<file path="config.mk">
export PLATFORM = sky130hd
export DESIGN_NAME = wdt_top
export DESIGN_NICKNAME = d
export VERILOG_FILES = /design/src/rtl/wdt_pkg.sv /design/src/rtl/wdt_lock.sv /design/src/rtl/wdt_core.sv /design/src/rtl/wdt_top.sv
export SDC_FILE = /design/constraint.sdc
export NUM_CORES = 1
export LEC_CHECK = 0
export ABC_CLOCK_PERIOD_IN_PS = 3900
export BUFFER_PORTS_ARGS = -buffer_cell sky130_fd_sc_hd__clkbuf_2
export CAP_MARGIN = 5
export CORE_MARGIN = 3
export CORE_UTILIZATION = 55
export CTS_BUF_LIST = sky130_fd_sc_hd__clkbuf_4
export DETAILED_ROUTE_END_ITERATION = 6
export HOLD_SLACK_MARGIN = 0.08
export PLACE_DENSITY = 0.81
export SLEW_MARGIN = 20
export SYNTH_ARGS = -nofsm -noshare
export SYNTH_HDL_FRONTEND = slang
export SYNTH_HIERARCHICAL = 1
export SYNTH_SLANG_ARGS = --single-unit
</file>
<file path="constraint.sdc">
create_clock -name clk_i -period 3.9 [get_ports clk_i]
set_input_delay 0.975 -clock clk_i [delete_from_list [all_inputs] [get_ports clk_i]]
set_output_delay 0.975 -clock clk_i [all_outputs]
set_load 0.1 [all_outputs]
</file>
<file path="src/rtl/wdt_pkg.sv">
package wdt_pkg;
  localparam int unsigned AW = 12;
  localparam int unsigned DW = 32;
  localparam logic [AW-1:0] OFF_RELOAD = 12'h000;
  localparam logic [AW-1:0] OFF_COUNT  = 12'h004;
  localparam logic [AW-1:0] OFF_CTRL   = 12'h008;
  localparam logic [AW-1:0] OFF_ICLR   = 12'h00C;
  localparam logic [AW-1:0] OFF_STAT   = 12'h010;
  localparam logic [AW-1:0] OFF_LOCK   = 12'hC00;
  localparam logic [DW-1:0] UNLOCK_KEY = 32'h1ACCE551;

  typedef struct packed {
    logic rst_en;
    logic run;
  } ctrl_t;
endpackage

</file>
<file path="src/rtl/wdt_lock.sv">
module wdt_lock
  import wdt_pkg::*;
(
  input  logic          clk_i,
  input  logic          rst_ni,
  input  logic          wr_i,
  input  logic [DW-1:0] wdata_i,
  output logic          open_o
);
  logic open_q;

  always_ff @(posedge clk_i or negedge rst_ni) begin
    if (!rst_ni)   open_q <= 1'b1;
    else if (wr_i) open_q <= (wdata_i == UNLOCK_KEY);
  end

  assign open_o = open_q;

  assert_key_opens_R2: assert property (@(posedge clk_i) disable iff (!rst_ni)
    (wr_i && wdata_i == UNLOCK_KEY) |=> open_o);
  assert_other_closes_R2: assert property (@(posedge clk_i) disable iff (!rst_ni)
    (wr_i && wdata_i != UNLOCK_KEY) |=> !open_o);
endmodule

</file>
<file path="src/rtl/wdt_core.sv">
module wdt_core #(
  parameter int unsigned CW = 32
) (
  input  logic          clk_i,
  input  logic          rst_ni,
  input  logic          tick_i,
  input  logic          run_i,
  input  logic          rst_en_i,
  input  logic          load_i,
  input  logic          clr_i,
  input  logic [CW-1:0] load_val_i,
  input  logic [CW-1:0] reload_i,
  output logic [CW-1:0] cnt_o,
  output logic          pend_o,
  output logic          sys_rst_o
);
  logic [CW-1:0] cnt_q;
  logic          pend_q, rst_q;
  logic          step, expire;

  // bus writes take priority over counting
  assign step   = tick_i && run_i && !load_i;
  assign expire = step && (cnt_q == '0);

  always_ff @(posedge clk_i or negedge rst_ni) begin
    if (!rst_ni) begin
      cnt_q  <= '1;
      pend_q <= 1'b0;
      rst_q  <= 1'b0;
    end else begin
      if (load_i)      cnt_q <= load_val_i;
      else if (expire) cnt_q <= reload_i;
      else if (step)   cnt_q <= cnt_q - 1'b1;

      if (clr_i)       pend_q <= 1'b0;
      else if (expire) pend_q <= 1'b1;

      if (expire && pend_q && rst_en_i) rst_q <= 1'b1;
    end
  end

  assign cnt_o     = cnt_q;
  assign pend_o    = pend_q;
  assign sys_rst_o = rst_q;

  assert_hold_stopped_R5: assert property (@(posedge clk_i) disable iff (!rst_ni)
    (!run_i && !load_i) |=> $stable(cnt_q));
  assert_rst_sticky_R7: assert property (@(posedge clk_i) disable iff (!rst_ni)
    rst_q |=> rst_q);
  assert_rst_cause_R7: assert property (@(posedge clk_i) disable iff (!rst_ni)
    $rose(rst_q) |-> $past(pend_q && rst_en_i && run_i));
  assert_write_wins_R10: assert property (@(posedge clk_i) disable iff (!rst_ni)
    load_i |=> (cnt_q == $past(load_val_i)) && !$rose(pend_q));
endmodule

</file>
<file path="src/rtl/wdt_top.sv">
module wdt_top
  import wdt_pkg::*;
(
  input  logic          clk_i,
  input  logic          rst_ni,
  input  logic          tick_i,
  input  logic          req_i,
  input  logic          we_i,
  input  logic [AW-1:0] addr_i,
  input  logic [DW-1:0] wdata_i,
  output logic [DW-1:0] rdata_o,
  output logic          irq_o,
  output logic          sys_rst_o
);
  logic          wr, open;
  logic          wr_lock, wr_reload, wr_ctrl, wr_iclr;
  logic [DW-1:0] reload_q, cnt;
  ctrl_t         ctrl_q;
  logic          pend;

  assign wr        = req_i && we_i;
  assign wr_lock   = wr && (addr_i == OFF_LOCK);
  assign wr_reload = wr && open && (addr_i == OFF_RELOAD);
  assign wr_ctrl   = wr && open && (addr_i == OFF_CTRL);
  assign wr_iclr   = wr && open && (addr_i == OFF_ICLR);

  wdt_lock u_lock (
    .clk_i   (clk_i),
    .rst_ni  (rst_ni),
    .wr_i    (wr_lock),
    .wdata_i (wdata_i),
    .open_o  (open)
  );

  always_ff @(posedge clk_i or negedge rst_ni) begin
    if (!rst_ni) begin
      reload_q <= '1;
      ctrl_q   <= '0;
    end else begin
      if (wr_reload) reload_q <= wdata_i;
      if (wr_ctrl)   ctrl_q   <= ctrl_t'(wdata_i[1:0]);
    end
  end

  wdt_core #(.CW(DW)) u_core (
    .clk_i      (clk_i),
    .rst_ni     (rst_ni),
    .tick_i     (tick_i),
    .run_i      (ctrl_q.run),
    .rst_en_i   (ctrl_q.rst_en),
    .load_i     (wr_reload || wr_iclr),
    .clr_i      (wr_iclr),
    .load_val_i (wr_reload ? wdata_i : reload_q),
    .reload_i   (reload_q),
    .cnt_o      (cnt),
    .pend_o     (pend),
    .sys_rst_o  (sys_rst_o)
  );

  assign irq_o = pend && ctrl_q.run;

  always_comb begin
    unique case (addr_i)
      OFF_RELOAD: rdata_o = reload_q;
      OFF_COUNT:  rdata_o = cnt;
      OFF_CTRL:   rdata_o = {{(DW-2){1'b0}}, ctrl_q};
      OFF_STAT:   rdata_o = {{(DW-1){1'b0}}, pend};
      OFF_LOCK:   rdata_o = {{(DW-1){1'b0}}, !open};
      default:    rdata_o = '0;
    endcase
  end

  assert_locked_reload_R3: assert property (@(posedge clk_i) disable iff (!rst_ni)
    (!open && wr) |=> $stable(reload_q) && $stable(ctrl_q) && $stable(pend));
  assert_irq_gated_R6: assert property (@(posedge clk_i) disable iff (!rst_ni)
    irq_o |-> (pend && ctrl_q.run));
endmodule

</file>
==> run metrics, run 1 <==
CP Max Fanout=17; syn nets=518; status=finished with violations; P_leak=0.00221 µW; DIE WIDTH=96.0 µm; pwr/cell area=209 nW/µm²; Clock Sink Count=69; post-CTS resize count=0; Startpoint Class=input port; setup violators final=0; antenna-violating nets left=0; CP endpoint kind=output port; Max IR drop VDD=124 µV; PortBufs=82; Synth Flop Type=dfstp_2; Synth cell types=61; CTS tree=done; vias in the first global route=4151; Critical Path RT=2.92 ns; share of post-route cells with drive strength above 1=41.1%; detailed placer's ending HPWL=9220 µm; Worst Reg-to-Reg Cells=5; clk_lat worst skew=0.42 ns; row cnt=32; Antenna Cells=0; hold path cells=1; Final #Nets=598; Reg-to-Reg Start=u_core/cnt_o[21]; Starting Density=57.1%; pin count of the biggest net entering global routing=65; Max-slew headroom=30.9%; CP startpoint=addr_i[4]; final slew viol count=0; CTS root buffer=clkbuf_4; Mean Syn Cell Area=9.52 µm²; RSZ-0062 raised after global routing=false; # fillers=569; failing checks=DRC; CTS clk-pin slew, worst paths=0.11 ns; CTS buffer count=9; commonest cells after routing, fill and taps aside=dfstp_2 (65), clkbuf_2 (50), nor2_1 (42), nand2_1 (40), o21ai_0 (36); DR iter-0 viols=471; max cap viols=0; DIE HEIGHT=96.0 µm; Mapped Cells=468; all-layer global routing usage=30.0%; final instance area=5610 µm²; setup_tns=0 ns; Final Hold Vio Count=0; share of flip-flops with an asynchronous set or reset=100%; clock skew=0.00996 ns; area grow syn2layout=25.9%; first-pass GRT wire length=21200 µm; GPL Wtd Cong=0.897; WL/cell=20.3 µm; EDFF count, synth=0; clock buffer depth=2; DR DRC count=1; I/O pin cnt=83; hold wc startpoint=u_core/sys_rst_o; #FFs+latches synth=69; f_max=267 MHz; H-tree Lvls=3; worst-margin pin slew=1.04 ns; Post-Route WL=13300 µm; share of the yosys chip area belonging to registers=40.6%; Core Box Area=7810 µm²; data arrival time of the worst path=2.77 ns; Post-CTS Repair Setup Buffers=0; placed inst area=5510 µm²; commonest non-fill, non-tap cell in the layout=dfstp_2; Syn Std Cell Area=4460 µm²; Tmin final=3.75 ns; die area=9220 µm²; Ys Warns=6; period utilization=96.1%; worst min path class=reg2reg; GR Overflow Total=0; Post-CTS Hold Buffers=0; initial antenna violation count=0; via count=4333; Vias/cell=6.63; router iterations before antenna repair=7; WS Path Type=in2out
-- cell usage after synthesis (8+ instances only) --
| cell type | n | area [µm²] |
|---|---|---|
| nor2_1 | 42 | 158 |
| nor4_1 | 14 | 87.6 |
| xnor2_1 | 17 | 149 |
| mux2_1 | 30 | 338 |
| nand2_1 | 40 | 150 |
| nor3_1 | 13 | 65.1 |
| a22o_1 | 30 | 263 |
| a21oi_1 | 25 | 125 |
| o21ai_0 | 36 | 180 |
| clkbuf_1 | 18 | 67.6 |
| dfstp_2 | 65 | 1710 |
| inv_1 | 8 | 30.0 |
-- cell families (layout without fill, tap and decap cells) --
family	Yosys count	count (layout)	synth area share, %
compound gates	131	131	20.1
xor+xnor	19	19	3.73
fa+ha+maj	1	1	0.281
buf+inv	36	120	4.04
flops	69	69	40.6
mux	41	41	10.2
simple gates	171	171	21.1
-- final timing paths --
| path | to | slack (ns) |
|---|---|---|
| min in group asynchronous | u_core/pend_o | 0.73 |
| hold / removal | u_core/sys_rst_o | 0.49 |
| max in group asynchronous | reload_q[13] | 2.29 |
| setup reg to reg | u_core/cnt_o[7] | 1.14 |
| setup / recovery | rdata_o[12] | 0.15 |
| hold reg to reg | u_core/sys_rst_o | 0.49 |
-- registers in the layout, indices dropped and copies added (netlist names) --
register          cells
u_core/sys_rst_o      1
u_core/pend_o         1
ctrl_q                2
reload_q             32
u_lock/open_o         1
u_core/cnt_o         32
-- per-stage QoR --
stage	total power [µW]	util, %	instances	hold slack, ns	worst slack (ns)
4_1_cts	1170	71.9	654	0.490	0.153
6_report	1170	71.9	654	0.492	0.150
2_1_floorplan	740	-	468	0.489	-0.533
5_1_grt	1210	71.9	654	0.509	0.0746
3_3_place_gp	794	70.6	639	0.460	0.210
3_5_place_dp	796	70.6	639	0.463	0.173
-- routing by layer --
metal	track usage, %	wire length [µm]
met3	6.18	1100
met1	38.9	5290
met5	0	0
met2	48.6	6450
met4	12.9	421
-- worst max-delay path: stages --
cell,delay [ns]
clkbuf_2,0.14
or4_1,0.59
nor4b_2,0.35
buf_4,0.32
a22o_2,0.21
buf_12,0.17
-- area by class of cell --
cell class              count  area, µm²  share of cell area [%]
repair buffers             97       1030                    18.3
clock inverters             4       17.5                   0.312
well taps                 102        128                    2.27
inverters                   8       30.0                   0.535
multi-input cells         363       2520                    44.9
clock buffers              11       82.6                    1.47
flip-flops and latches     69       1810                    32.2
-- where the power goes --
part           leakage (µW)  total [µW]   switching [µW]  internal (µW)
logic               0.00142        66.7             41.2           25.5
clock network     0.0000616         388              252            136
registers          0.000727         719  0.0000000000309            719
No activity file was read; power rests on OpenSTA's default activity.
==> run 2, diff against run 1 <==
--- a/config.mk
+++ b/config.mk
@@ -10,8 +10,8 @@
 export CAP_MARGIN = 5
 export CORE_MARGIN = 3
 export CORE_UTILIZATION = 55
-export CTS_BUF_LIST = sky130_fd_sc_hd__clkbuf_4
 export DETAILED_ROUTE_END_ITERATION = 6
+export GPL_TIMING_DRIVEN = 1
 export HOLD_SLACK_MARGIN = 0.08
 export PLACE_DENSITY = 0.81
 export SLEW_MARGIN = 20
==> run 2 against run 1 <==
The run now ends clean. Worst hold slack lost 0.010 ns. Cell area is 1.2% higher. Combinational power hardly changed. Wire length grew 0.29%. Flip-flop and latch count did not move. Die area unchanged. Final cell count is the same. Sequential power about the same. Power is 11% higher. Global-route usage grew 0.22 points. Register-to-register slack worse by 0.10 ns. Critical path type unchanged. Highest routed layer unchanged.
==> run metrics, run 2 (synthesis gave the netlist of run 1 again) <==
status=finished, final reports clean; internal power=1010 µW (+14%); RSZ-0062 raised after global routing=false; NetSw=299 µW (+2.1%); Net Sw Frac=22.9% (-2.0 points); first-pass GRT wire length=21400 µm (+1.0%); vias in the first global route=4192 (+0.99%); Clock Sink Count=69 (unchanged); Max IR drop VDD=146 µV (+17%); CP max stage delay=0.59 ns (about the same); Max-slew headroom=30.1% (-0.74 points); DR iter-0 viols=447 (-5.1%); clock skew=0.0118 ns (+0.00184 ns); Tmin final=3.76 ns (+0.00836 ns); CTS buffer count=9 (unchanged); die area=9220 µm² (unchanged); Post-CTS Hold Buffers=0 (unchanged); WS Path Type=in2out; I/O pin cnt=83 (unchanged); detailed placer's ending HPWL=9220 µm (unchanged); global routing usage on met3=4.46% (-1.7 points); CP cell instances=clkbuf_2 > or4_1 > nor4b_2 > buf_4 > a22o_2 > buf_12; Final #Nets=598 (unchanged); hold path cells=1 (unchanged); Worst Reg-to-Reg Cells=5 (unchanged); f_max=266 MHz (-0.22%); final instance area=5680 µm² (+1.2%); Vias/cell=6.63 (unchanged); CTS tree=done; GPL Wtd Cong=0.897 (unchanged); CTS clk-pin slew, worst paths=0.07 ns (-0.04 ns); routing usage on met1=39.8% (+0.95 points); Worst path slowest cell=or4_1; combinational power share=5.1% (-0.6 points); Core Box Area=7810 µm² (unchanged); Startpoint Class=input port; CP Max Fanout=17 (unchanged); Post-Route WL=13300 µm (+0.29%); area grow syn2layout=27.5%; Clock Power Share=39.7% (+6.6 points); P_leak=0.00224 µW (+1.3%); router iterations before antenna repair=5 (-2); clk_lat worst skew=0.35 ns (-0.07 ns); pin count of the biggest net entering global routing=65 (unchanged); initial antenna violation count=0 (unchanged); clock buffer depth=2 (unchanged); row cnt=32 (unchanged); final slew viol count=0 (unchanged); commonest non-fill, non-tap cell in the layout=dfstp_2; GR Util met2=48.5% (-0.12 points); pwr/cell area=230 nW/µm² (+9.8%); DIE WIDTH=96.0 µm (unchanged); all-layer global routing usage=30.2% (+0.22 points); worst min path class=reg2reg; Critical Path RT=2.92 ns (about the same); setup violators final=0 (unchanged); worst-margin pin slew=1.05 ns (+0.0112 ns); placed inst area=5510 µm² (unchanged); via count=4333 (unchanged); gr busiest metal=met2; Seq pwr share=55.1% (-6.2 points); period utilization=96.4% (+0.21 points); setup_tns=0 ns (unchanged); Antenna Cells=0 (unchanged); max cap viols=0 (unchanged); fin util=72.8% (+0.88 points); CTS root buffer=clkbuf_8; data arrival time of the worst path=2.78 ns (about the same); commonest cells after routing, fill and taps aside=dfstp_2 (65), clkbuf_2 (50), nor2_1 (42), nand2_1 (40), o21ai_0 (36); CP endpoint kind=output port; Post-CTS Repair Setup Buffers=0 (unchanged); WL/cell=20.3 µm (+0.29%); DIE HEIGHT=96.0 µm (unchanged); Final Hold Vio Count=0 (unchanged); antenna-violating nets left=0 (unchanged); PortBufs=82 (unchanged); Starting Density=57.1% (unchanged); GR Overflow Total=0 (unchanged); H-tree Lvls=3 (unchanged); DR DRC count=0 (-1); share of post-route cells with drive strength above 1=41.1% (unchanged); total power=1300 µW (+11%); post-CTS resize count=0 (unchanged)
run 2: changes by cell type in the layout (fill, tap and decap cells not counted):
cell	previous run	this run
clkbuf_8	0	11
clkbuf_1	0	2
clkbuf_4	11	0
clkinv_1	2	0
run 2: final cells by class:
class	count	area (µm²)
multi-input cells	363	2520
fillers	556	2130
flip-flops and latches	69	1810
repair buffers	97	1030
clock buffers	13	159
well taps	102	128
inverters	8	30.0
clock inverters	2	10.0
run 2: per-layer routing:
layer | part of all wire (%) | wire length, µm | vias up
li1 | - | - | 1927
met1 | 39 | 5190 | 2080
met2 | 48 | 6420 | 276
met3 | 9.3 | 1240 | 50
met4 | 3.5 | 463 | 0
met5 | 0 | 0 | -
run 2: power by group through the flow:
stage	registers [µW]	logic, µW	clock network, µW
3_3_place_gp	730	63.8	0
6_report	719	66.9	518
2_1_floorplan	730	10.5	0
5_1_grt	719	72.9	550
3_5_place_dp	730	66.0	0
4_1_cts	719	66.3	525
run 2: metrics by stage:
step           hold WS (ns)  std cells  worst slack (ns)
5_1_grt               0.498        654            0.0730
2_1_floorplan         0.489        468            -0.533
6_report              0.482        654             0.142
4_1_cts               0.479        654             0.153
3_3_place_gp          0.460        639             0.210
3_5_place_dp          0.463        639             0.173
run 2: final timing paths:
check                                       from               end  slack, ns
worst max-delay path                   addr_i[4]       rdata_o[12]       0.14
worst min-delay path            u_core/sys_rst_o  u_core/sys_rst_o       0.48
worst max register to register  u_core/cnt_o[21]   u_core/cnt_o[7]       1.04
worst min register to register  u_core/sys_rst_o  u_core/sys_rst_o       0.48
max in group asynchronous                 rst_ni      reload_q[16]       2.19
min in group asynchronous                 rst_ni         ctrl_q[0]       0.82
run 2: critical path, delay by kind of cell:
kind,cells,cell delay (ns)
compound gates,1,0.21
simple gates,2,0.95
buf+inv,3,0.63
==> run 3, diff against run 2 <==
--- a/config.mk
+++ b/config.mk
@@ -8,12 +8,11 @@
 export ABC_CLOCK_PERIOD_IN_PS = 3900
 export BUFFER_PORTS_ARGS = -buffer_cell sky130_fd_sc_hd__clkbuf_2
 export CAP_MARGIN = 5
-export CORE_MARGIN = 3
-export CORE_UTILIZATION = 55
+export CORE_MARGIN = 4
+export CORE_UTILIZATION = 35
 export DETAILED_ROUTE_END_ITERATION = 6
 export GPL_TIMING_DRIVEN = 1
 export HOLD_SLACK_MARGIN = 0.08
-export PLACE_DENSITY = 0.81
 export SLEW_MARGIN = 20
 export SYNTH_ARGS = -nofsm -noshare
 export SYNTH_HDL_FRONTEND = slang
==> run 3 against run 2 <==
Die area rose by 58%. Flip-flop and latch count did not move. Highest routed layer unchanged. Register-to-register slack improved by 0.04 ns. Power rose by 32%. Worst hold slack improved by 0.0041 ns. Critical path depth did not move. Count of clock-buffer cells in the layout did not move. Critical path type unchanged. Fmax fell by 0.51%. Sequential power barely moved.
==> run metrics, run 3 (synthesis gave the netlist of run 1 again) <==
worst-margin pin slew=1.03 ns (-0.0208 ns); CP endpoint kind=output port; antenna-violating nets left=0 (unchanged); CTS tree=done; status=finished, final reports clean; RSZ-0062 raised after global routing=false; Starting Density=36.3% (-21 points); Antenna Cells=0 (unchanged); period utilization=96.8% (+0.49 points); clk_lat worst skew=0.34 ns (about the same); final instance area=5940 µm² (+4.5%); GR Overflow Total=0 (unchanged); Final #Nets=595 (-0.50%); Placed Instances=702 (+9.9%); post-CTS resize count=0 (unchanged); Tmin final=3.78 ns (+0.0191 ns); Max IR drop VDD=151 µV (+3.8%); data arrival time of the worst path=2.80 ns (+0.02 ns); max cap viols=0 (unchanged); router iterations before antenna repair=5 (unchanged); Vias/cell=5.83 (-12%); detailed placer's ending HPWL=9710 µm (+5.2%); placed inst area=5590 µm² (+1.4%); WS Path Type=in2out; die area=14600 µm² (+58%); clock buffer depth=2 (unchanged); Post-CTS Hold Buffers=0 (unchanged); H-tree Lvls=3 (unchanged); Max-slew headroom=31.5% (+1.4 points); vias in the first global route=4224 (+0.76%); Startpoint Class=input port; Non-Filler Instances=718 (+9.8%); worst min path class=reg2reg; all-layer global routing usage=19.3% (-11 points); PortBufs=82 (unchanged); I/O pin cnt=83 (unchanged); CP Max Fanout=12 (-5); final slew viol count=0 (unchanged); commonest non-fill, non-tap cell in the layout=dfstp_2; setup violators final=0 (unchanged); WL/cell=19.4 µm (-4.7%); DR DRC count=0 (unchanged); f_max=265 MHz (-0.51%); clock skew=0.00777 ns (-0.00402 ns); area grow syn2layout=33.2%; CTS clk-pin slew, worst paths=0.05 ns (-0.02 ns); initial antenna violation count=0 (unchanged); row cnt=40 (+25%); first-pass GRT wire length=22500 µm (+5.2%); DR iter-0 viols=300 (-33%); Post-CTS Repair Setup Buffers=0 (unchanged); share of post-route cells with drive strength above 1=41.5% (+0.33 points); commonest cells after routing, fill and taps aside=dfstp_2 (65), clkbuf_2 (49), nor2_1 (41), nand2_1 (40), o21ai_0 (36); CTS root buffer=clkbuf_16; pin count of the biggest net entering global routing=66 (+1.5%); pwr/cell area=290 nW/µm² (+26%); GPL Wtd Cong=0.881 (-1.7%); Core Box Area=12300 µm² (+57%); Clock Sink Count=69 (unchanged); Critical Path RT=2.92 ns (about the same); via count=4188 (-3.3%); DIE WIDTH=121 µm (+26%); DIE HEIGHT=121 µm (+26%); Post-Route WL=13900 µm (+4.6%); fin util=48.4% (-24 points); setup slack, reg-to-reg=1.08 ns (+0.04 ns); P_leak=0.00231 µW (+3.2%); Final Hold Vio Count=0 (unchanged); CTS buffer count=9 (unchanged)
-- run 3: path summary, 6_finish.rpt --
kind	end	cells past startpoint	startpoint
max	rdata_o[29]	6	addr_i[4]
min	u_core/sys_rst_o	1	u_core/sys_rst_o
max reg2reg	u_core/cnt_o[25]	8	u_lock/open_o
min reg2reg	u_core/sys_rst_o	1	u_core/sys_rst_o
max in group asynchronous	u_core/cnt_o[3]	2	rst_ni
min in group asynchronous	u_core/sys_rst_o	1	rst_ni
-- run 3: where the power goes --
group | switching (µW) | internal (µW) | total, µW
Sequential | 0.0000000000396 | 720 | 720
Combinational | 40.9 | 25.9 | 66.8
Clock | 304 | 628 | 933
Total | 345 | 1370 | 1720
-- run 3: critical path, stage by stage --
cell and delay [ns]:
clkbuf_2 0.14, or4_1 0.65, nor4b_2 0.37, buf_4 0.27, a22o_2 0.20, buf_12 0.18
-- run 3: per-stage QoR --
step           hold slack (ns)  power (µW)  TNS (ns)  worst slack [ns]
2_1_floorplan            0.489         740     -1.05            -0.533
3_3_place_gp             0.473         796         0             0.111
3_5_place_dp             0.474         797         0             0.149
4_1_cts                  0.485        1730         0             0.120
5_1_grt                  0.490        1770         0            0.0127
6_report                 0.486        1720         0             0.123
-- run 3: cell type report --
type / instances / area [µm²]
Timing Repair Buffer: 94 / 1020
Fill cell: 1134 / 6330
Clock buffer: 13 / 280
Inverter: 8 / 30.0
Multi-Input combinational cell: 363 / 2520
Tap cell: 168 / 210
Sequential cell: 69 / 1810
Clock inverter: 3 / 65.1
-- run 3: metal layers --
layer  track usage (%)  up-vias  routed length [µm]
met5                 0        -                   0
met4              8.36        0                 421
met3              3.74       31                 959
met2              29.8      185                6340
met1              26.2     2057                6200
li1                  -     1915                   -
